<file path="config.mk">
export PLATFORM = sky130hd
export DESIGN_NAME = decode_agen
export DESIGN_NICKNAME = d
export VERILOG_FILES = /design/src/rtl/decode_pkg.sv /design/src/rtl/decode_ctrl.sv /design/src/rtl/decode_dpath.sv /design/src/rtl/decode_agen.sv
export SDC_FILE = /design/constraint.sdc
export NUM_CORES = 1
export LEC_CHECK = 0
export BUFFER_PORTS_ARGS = -buffer_cell sky130_fd_sc_hd__buf_2
export CAP_MARGIN = 20
export CORE_MARGIN = 5
export CORE_UTILIZATION = 40
export CTS_CLUSTER_SIZE = 10
export DETAILED_ROUTE_END_ITERATION = 12
export SYNTH_ARGS = -nofsm -noshare
export SYNTH_HDL_FRONTEND = slang
export SYNTH_SLANG_ARGS = --single-unit
</file>
<file path="constraint.sdc">
create_clock -name clk -period 8 [get_ports clk]
set_input_delay 0.4 -clock clk [delete_from_list [all_inputs] [get_ports clk]]
set_output_delay 0.4 -clock clk [all_outputs]
set_load 0.1 [all_outputs]
</file>
<file path="src/rtl/decode_pkg.sv">
package decode_pkg;
  localparam int unsigned OPC_W  = 6;
  localparam int unsigned REG_W  = 5;
  localparam int unsigned FUNC_W = 11;
  localparam int unsigned PAL_W  = 26;

  typedef enum logic [2:0] {
    FMT_PAL    = 3'd0,
    FMT_BRANCH = 3'd1,
    FMT_MEM    = 3'd2,
    FMT_INTOP  = 3'd3,
    FMT_FPOP   = 3'd4,
    FMT_NONE   = 3'd7
  } fmt_e;

  // strobes from the control to the datapath
  typedef struct packed {
    logic load;
    logic isPal;
    logic isBranch;
    logic isMem;
    logic isIntOp;
    logic isFpOp;
    logic illegal;
    logic useLit;
    logic scaleHigh;
    logic wrRa;
    logic wrRc;
  } strobe_t;
endpackage

</file>
<file path="src/rtl/decode_ctrl.sv">
module decode_ctrl
  import decode_pkg::*;
(
  input  logic             clk,
  input  logic             rstN,
  input  logic             inValid,
  input  logic             outReady,
  input  logic [OPC_W-1:0] opcode,
  input  logic             litSel,
  output logic             inReady,
  output logic             outValid,
  output strobe_t          strb,
  output fmt_e             fmt
);
  logic isStore;

  assign inReady = !outValid || outReady;

  always_comb begin
    isStore = ((opcode >= 6'h0D) && (opcode <= 6'h0F)) ||
              ((opcode[5:4] == 2'b10) && opcode[2]);
    strb = '0;
    fmt  = FMT_NONE;
    strb.load = inValid && inReady;
    if (opcode == 6'h00) begin
      strb.isPal = 1'b1;
      fmt        = FMT_PAL;
    end else if (opcode[5:2] == 4'b0100) begin
      strb.isIntOp = 1'b1;
      strb.useLit  = litSel;
      strb.wrRc    = 1'b1;
      fmt          = FMT_INTOP;
    end else if (opcode[5:2] == 4'b0101) begin
      strb.isFpOp = 1'b1;
      strb.wrRc   = 1'b1;
      fmt         = FMT_FPOP;
    end else if (opcode[5:4] == 2'b11) begin
      strb.isBranch = 1'b1;
      strb.wrRa     = (opcode == 6'h30) || (opcode == 6'h34);
      fmt           = FMT_BRANCH;
    end else if ((opcode[5:3] == 3'b001) || (opcode[5:3] == 3'b011) ||
                 (opcode[5:4] == 2'b10)) begin
      strb.isMem     = 1'b1;
      strb.scaleHigh = (opcode == 6'h09);
      strb.wrRa      = !isStore;
      fmt            = FMT_MEM;
    end else begin
      strb.illegal = 1'b1;
    end
  end

  always_ff @(posedge clk) begin
    if (!rstN)        outValid <= 1'b0;
    else if (inReady) outValid <= inValid;
  end

  // exactly one class strobe per word
  a_r2_one_class: assert property (@(posedge clk) disable iff (!rstN)
    $countones({strb.isPal, strb.isBranch, strb.isMem, strb.isIntOp,
                strb.isFpOp, strb.illegal}) == 1);

  // an unassigned opcode requests no write
  a_r2_illegal_quiet: assert property (@(posedge clk) disable iff (!rstN)
    strb.illegal |-> !(strb.wrRa || strb.wrRc));

  // a bubble empties the output register
  a_r9_bubble: assert property (@(posedge clk) disable iff (!rstN)
    (inReady && !inValid) |=> !outValid);

  // a stalled bundle stays valid
  a_r9_hold_valid: assert property (@(posedge clk) disable iff (!rstN)
    (outValid && !outReady) |=> outValid);
endmodule

</file>
<file path="src/rtl/decode_dpath.sv">
module decode_dpath
  import decode_pkg::*;
#(
  parameter int unsigned XLEN = 64
) (
  input  logic              clk,
  input  logic              rstN,
  input  strobe_t           strb,
  input  fmt_e              fmt,
  input  logic [31:0]       insn,
  input  logic [XLEN-1:0]   pc,
  input  logic [XLEN-1:0]   rsA,
  input  logic [XLEN-1:0]   rsB,
  output logic [2:0]        outFmt,
  output logic              outIllegal,
  output logic [REG_W-1:0]  outRa,
  output logic [REG_W-1:0]  outRb,
  output logic [REG_W-1:0]  outRc,
  output logic [XLEN-1:0]   outOpA,
  output logic [XLEN-1:0]   outOpB,
  output logic [XLEN-1:0]   outAddr,
  output logic [XLEN-1:0]   outTarget,
  output logic              outWrEn,
  output logic [REG_W-1:0]  outDest,
  output logic [FUNC_W-1:0] outFunc,
  output logic [PAL_W-1:0]  outPalFunc
);
  localparam int unsigned DISP_W = 16;
  localparam int unsigned BR_W   = 21;
  localparam int unsigned LIT_W  = 8;
  localparam logic [REG_W-1:0] ZERO_REG = '1;

  logic [XLEN-1:0]   dispExt, dispUsed, memAddr, nextPc, brOff, brTarget, opB, addrSel;
  logic [REG_W-1:0]  dest;
  logic              wrEn;
  logic [FUNC_W-1:0] func;
  logic [PAL_W-1:0]  palNum;

  always_comb begin
    dispExt  = {{(XLEN-DISP_W){insn[DISP_W-1]}}, insn[DISP_W-1:0]};
    dispUsed = strb.scaleHigh ? (dispExt << 16) : dispExt;
    memAddr  = rsB + dispUsed;
    nextPc   = pc + {{(XLEN-3){1'b0}}, 3'd4};
    brOff    = {{(XLEN-BR_W-2){insn[BR_W-1]}}, insn[BR_W-1:0], 2'b00};
    brTarget = nextPc + brOff;
    opB      = strb.useLit ? {{(XLEN-LIT_W){1'b0}}, insn[20:13]} : rsB;
    if (strb.isBranch)   addrSel = nextPc;
    else if (strb.isMem) addrSel = memAddr;
    else                 addrSel = '0;
    if (strb.wrRc)      dest = insn[4:0];
    else if (strb.wrRa) dest = insn[25:21];
    else                dest = '0;
    wrEn = (strb.wrRa || strb.wrRc) && (dest != ZERO_REG);
    if (strb.isIntOp)     func = {4'b0000, insn[11:5]};
    else if (strb.isFpOp) func = insn[15:5];
    else                  func = '0;
    palNum = strb.isPal ? insn[25:0] : '0;
  end

  always_ff @(posedge clk) begin
    if (!rstN) begin
      outFmt     <= '0;
      outIllegal <= 1'b0;
      outRa      <= '0;
      outRb      <= '0;
      outRc      <= '0;
      outOpA     <= '0;
      outOpB     <= '0;
      outAddr    <= '0;
      outTarget  <= '0;
      outWrEn    <= 1'b0;
      outDest    <= '0;
      outFunc    <= '0;
      outPalFunc <= '0;
    end else if (strb.load) begin
      outFmt     <= fmt;
      outIllegal <= strb.illegal;
      outRa      <= insn[25:21];
      outRb      <= insn[20:16];
      outRc      <= insn[4:0];
      outOpA     <= rsA;
      outOpB     <= opB;
      outAddr    <= addrSel;
      outTarget  <= strb.isBranch ? brTarget : '0;
      outWrEn    <= wrEn;
      outDest    <= dest;
      outFunc    <= func;
      outPalFunc <= palNum;
    end
  end

  // the always-zero register is never written
  a_r8_zero_reg: assert property (@(posedge clk) disable iff (!rstN)
    outWrEn |-> (outDest != ZERO_REG));

  // the scaled form leaves the low 16 bits of the base untouched
  a_r6_high_low: assert property (@(posedge clk) disable iff (!rstN)
    (strb.load && strb.scaleHigh) |=> (outAddr[15:0] == $past(rsB[15:0])));

  // an aligned PC gives an aligned target
  a_r7_align: assert property (@(posedge clk) disable iff (!rstN)
    (strb.load && strb.isBranch && (pc[1:0] == 2'b00)) |=> (outTarget[1:0] == 2'b00));

  // without a capture the bundle is frozen
  a_r9_frozen: assert property (@(posedge clk) disable iff (!rstN)
    !strb.load |=> ($stable(outAddr) && $stable(outDest) && $stable(outOpB)));
endmodule

</file>
<file path="src/rtl/decode_agen.sv">
module decode_agen
  import decode_pkg::*;
#(
  parameter int unsigned XLEN = 64
) (
  input  logic              clk,
  input  logic              rstN,
  input  logic              inValid,
  output logic              inReady,
  input  logic [31:0]       insn,
  input  logic [XLEN-1:0]   pc,
  input  logic [XLEN-1:0]   rsA,
  input  logic [XLEN-1:0]   rsB,
  input  logic              outReady,
  output logic              outValid,
  output logic [2:0]        outFmt,
  output logic              outIllegal,
  output logic [REG_W-1:0]  outRa,
  output logic [REG_W-1:0]  outRb,
  output logic [REG_W-1:0]  outRc,
  output logic [XLEN-1:0]   outOpA,
  output logic [XLEN-1:0]   outOpB,
  output logic [XLEN-1:0]   outAddr,
  output logic [XLEN-1:0]   outTarget,
  output logic              outWrEn,
  output logic [REG_W-1:0]  outDest,
  output logic [FUNC_W-1:0] outFunc,
  output logic [PAL_W-1:0]  outPalFunc
);
  strobe_t strb;
  fmt_e    fmt;

  decode_ctrl u_ctrl (
    .clk      (clk),
    .rstN     (rstN),
    .inValid  (inValid),
    .outReady (outReady),
    .opcode   (insn[31:26]),
    .litSel   (insn[12]),
    .inReady  (inReady),
    .outValid (outValid),
    .strb     (strb),
    .fmt      (fmt)
  );

  decode_dpath #(.XLEN(XLEN)) u_dpath (
    .clk        (clk),
    .rstN       (rstN),
    .strb       (strb),
    .fmt        (fmt),
    .insn       (insn),
    .pc         (pc),
    .rsA        (rsA),
    .rsB        (rsB),
    .outFmt     (outFmt),
    .outIllegal (outIllegal),
    .outRa      (outRa),
    .outRb      (outRb),
    .outRc      (outRc),
    .outOpA     (outOpA),
    .outOpB     (outOpB),
    .outAddr    (outAddr),
    .outTarget  (outTarget),
    .outWrEn    (outWrEn),
    .outDest    (outDest),
    .outFunc    (outFunc),
    .outPalFunc (outPalFunc)
  );
endmodule

</file>
==> metrics.txt <==
Logic pwr share=36.1%; Row Count=82; Die Span Y=234.5 um; port buffer count=547; Leak=11.26 nW; Design Area, Final=24470 um^2; Worst setup startpoint=insn[31]; CTS H-tree depth=2; syn nets=3035; via count=21980; Cells after Synth=2673; fin nets=3467; Yosys warning total=0; Psw=2.268 mW; HPWL Detailed=68340 um; layout cells sized above 1=20.60%; Tmin final=4745 ps; post-synthesis mux area share=0.7446%; largest family of logic cells by synthesized area=compound AO/OA/AOI/OAI gates; CTS root buffer=clkbuf_16; Final WS setup=3255 ps; Setup Fix Bufs, Post-CTS=0; library cells used by synthesis=75; core box area=49970 um^2; post-CTS sizing=0; pwr/cell area=222.9 nW/um^2; wire per inst=23.05 um; # clock sinks=319; run status=finished clean; GP Congestion=0.9920; pre-CTS setup slack=2728 ps; crit share post-route=59.31%; FF-to-FF Start=u_ctrl.outValid$_SDFFE_PN0N_; Max Root-Sink Buffers=3; CP Data Required Time=8420 ps; Main synth FF type=dfxtp_1; top-level port count=548; synthesized area=20160 um^2; Post-Place Cells=3735; Worst-Skew Late Latency=570 ps; Finish-stage setup viols=0; Slew headroom=29.51%; Synth-to-Final Area Change=21.38%; Clk network pwr share=32.0%; Antenna Nets Post-Route=0; maximum VDD drop=0.0001325 V; simple-gate share of the synthesized area=22.02%; die width=234.5 um; Synth Area in Compound Gates=25.41%; grt total ovfl=0; Least-Margin Pin Slew=1054 ps; Adder-Cell Fraction of Synth Area=8.390%; GR Util All Layers=29.78%; Post-synth EDFFs=0; max frequency=210.8 MHz; Via-to-Cell Ratio=5.791; clk slew on worst S/H paths=60 ps; initial core utilization=40.35%; Post-Route WL=87490 um; largest net degree at the start of global routing=95; DRT iter0 DRCs=1852; crit path kind=in -> reg; Non-Filler Instances=3795; Async S/R FF share, synth=0%; Post-DP Area=23240 um^2; Crit Path Max Fanout=16; sw frac=41.57%; RR Endpoint=u_dpath.outAddr[2]$_SDFFE_PN0P_; type of the worst min-delay path=in -> reg; XOR/XNOR share of the synthesized area=7.515%; sum of negative setup slack=0 ps; final-report hold violation count=0; RSZ-0062 raised after global routing=no; CTS tree=done; Hold Buf Count CTS=0; vias in the first global route=20050; CP Launch Type=input pin; cts bufs inserted=40; Pint=3.187 mW; hold_ws=63.00 ps; syn avg cell area=7.543 um^2; Initial DRT Pass Iterations=6; Slew Limit Fails=0; flop-to-flop setup slack=4690 ps; Seq/Total Area, Yosys=31.67%; clk_skew=15.23 ps; Filler cells=5091; Max Cap Viol=0; Critical Path End=u_dpath.outAddr[52]$_SDFFE_PN0P_; synthesized flop and latch total=319; DIE AREA=55000 um^2; reg2reg path depth=7; initial antenna violation count=4; # DRC=0; first-pass GRT wire length=126600 um; Reg power frac=31.9%; Crit. End Element=flop; CP arrival=5170 ps
==> per-layer routing <==
metal / share of wire (%) / global-route usage, % / vias to the layer above
met3: 9.3 / 7.201 / 131
met5: 0.040 / 0 / -
met2: 43 / 44.69 / 921
met4: 2.6 / 7.152 / 6
li1: - / - / 10390
met1: 45 / 43.21 / 10530
==> cells in the mapped netlist, types with 46 or more instances <==
cell type  instances  area, um^2
nand2_1          428        1607
a21oi_1          339        1697
dfxtp_1          319        6386
nor2_1           199       747.0
clkbuf_1         164       615.6
ha_1             132        1652
o21ai_0          119       595.6
xnor2_1          111       972.2
nand3_1          109       545.5
a21o_1            86       645.6
xor2_1            62       543.0
nand4_1           56       350.3
a221oi_1          55       481.7
nor3_1            55       275.3
inv_1             46       172.7
==> cells by family after synthesis <==
group,after synthesis
compound gates,826
mux,15
flops,319
fa+ha+maj,134
simple gates,981
xor+xnor,173
buf+inv,225
==> sequential cells by signal, indices dropped and copies added, names as in the netlist <==
| signal | count |
|---|---|
| u_dpath.outRa | 5 |
| u_dpath.outAddr | 64 |
| u_dpath.outPalFunc | 26 |
| u_dpath.outWrEn | 1 |
| u_dpath.outFmt | 3 |
| u_dpath.outRb | 5 |
| u_dpath.outOpA | 64 |
| u_dpath.outOpB | 64 |
| u_dpath.outTarget | 64 |
| u_dpath.outIllegal | 1 |
| u_dpath.outDest | 5 |
| u_ctrl.outValid | 1 |
| u_dpath.outFunc | 11 |
| u_dpath.outRc | 5 |
==> final cells by class <==
class	instances	area, um^2	share of cell area [%]
Antenna cell	2	5.005	0.02045
Clock inverter	7	121.4	0.4959
Sequential cell	319	6386	26.09
Multi-Input combinational cell	2129	12940	52.89
Clock buffer	51	1104	4.509
Timing Repair Buffer	567	2888	11.80
Inverter	48	185.2	0.7566
Tap cell	672	840.8	3.435
==> how the worst min path moves through the flow <==
stage	from	to	slack [ps]	cells after the start
global route	rsA[63]	u_dpath.outOpA[63]$_SDFFE_PN0P_	50	3
CTS	rsA[16]	u_dpath.outOpA[16]$_SDFFE_PN0P_	30	3
detailed placement	u_dpath.outTarget[63]$_SDFFE_PN0P_	u_dpath.outTarget[63]$_SDFFE_PN0P_	440	2
floorplan	inValid	u_ctrl.outValid$_SDFFE_PN0N_	530	2
finish	rsA[16]	u_dpath.outOpA[16]$_SDFFE_PN0P_	60	3
global placement	u_dpath.outTarget[53]$_SDFFE_PN0P_	u_dpath.outTarget[53]$_SDFFE_PN0P_	430	2
==> power groups by stage <==
| stage | combinational [mW] | clock, mW | sequential, mW |
|---|---|---|---|
| after floorplan | 0.766 | 0 | 2.44 |
| after global placement | 1.94 | 0 | 1.77 |
| after detailed placement | 1.94 | 0 | 1.77 |
| after CTS | 1.95 | 1.79 | 1.74 |
| after global routing | 2.08 | 1.84 | 1.75 |
| final | 1.97 | 1.75 | 1.74 |
==> through the flow <==
step / power, mW / utilization, %
global route: 5.668 / 48.98
finish: 5.455 / 48.98
global placement: 3.711 / 46.52
floorplan: 3.205 / -
CTS: 5.473 / 48.97
detailed placement: 3.713 / 46.52
==> critical path: stages <==
cell and delay, ps:
buf_2 130, nand2b_1 160, nor3b_1 270, nand2_1 370
and2_1 480, a21o_1 230, ha_1 450, nand2_1 150
nor4_1 380, or3b_1 380, a31oi_1 280, o21ai_1 290
o221ai_1 430, a21oi_1 140, xnor2_1 220, a222oi_1 330
nor2_1 60
==> cells in the final DEF, fill, tap and decap left out, types with 31 or more instances in the layout <==
| cell type | synthesis | final |
|---|---|---|
| and2_1 | 34 | 32 |
| nand3_1 | 109 | 109 |
| and3_1 | 31 | 31 |
| o21bai_1 | 33 | 33 |
| nor2_1 | 199 | 196 |
| nand2_1 | 428 | 427 |
| dfxtp_1 | 319 | 319 |
| a21o_1 | 86 | 86 |
| nor3_1 | 55 | 55 |
| buf_2 | 6 | 547 |
| nand4_1 | 56 | 56 |
| ha_1 | 132 | 132 |
| o21ai_0 | 119 | 119 |
| a221oi_1 | 55 | 55 |
| xnor2_1 | 111 | 111 |
| inv_1 | 46 | 46 |
| o21ai_1 | 36 | 36 |
| clkbuf_16 | 0 | 41 |
| a21oi_1 | 339 | 339 |
| xor2_1 | 62 | 62 |
| a22oi_1 | 40 | 40 |
No activity file was read; power rests on OpenSTA's default activity.
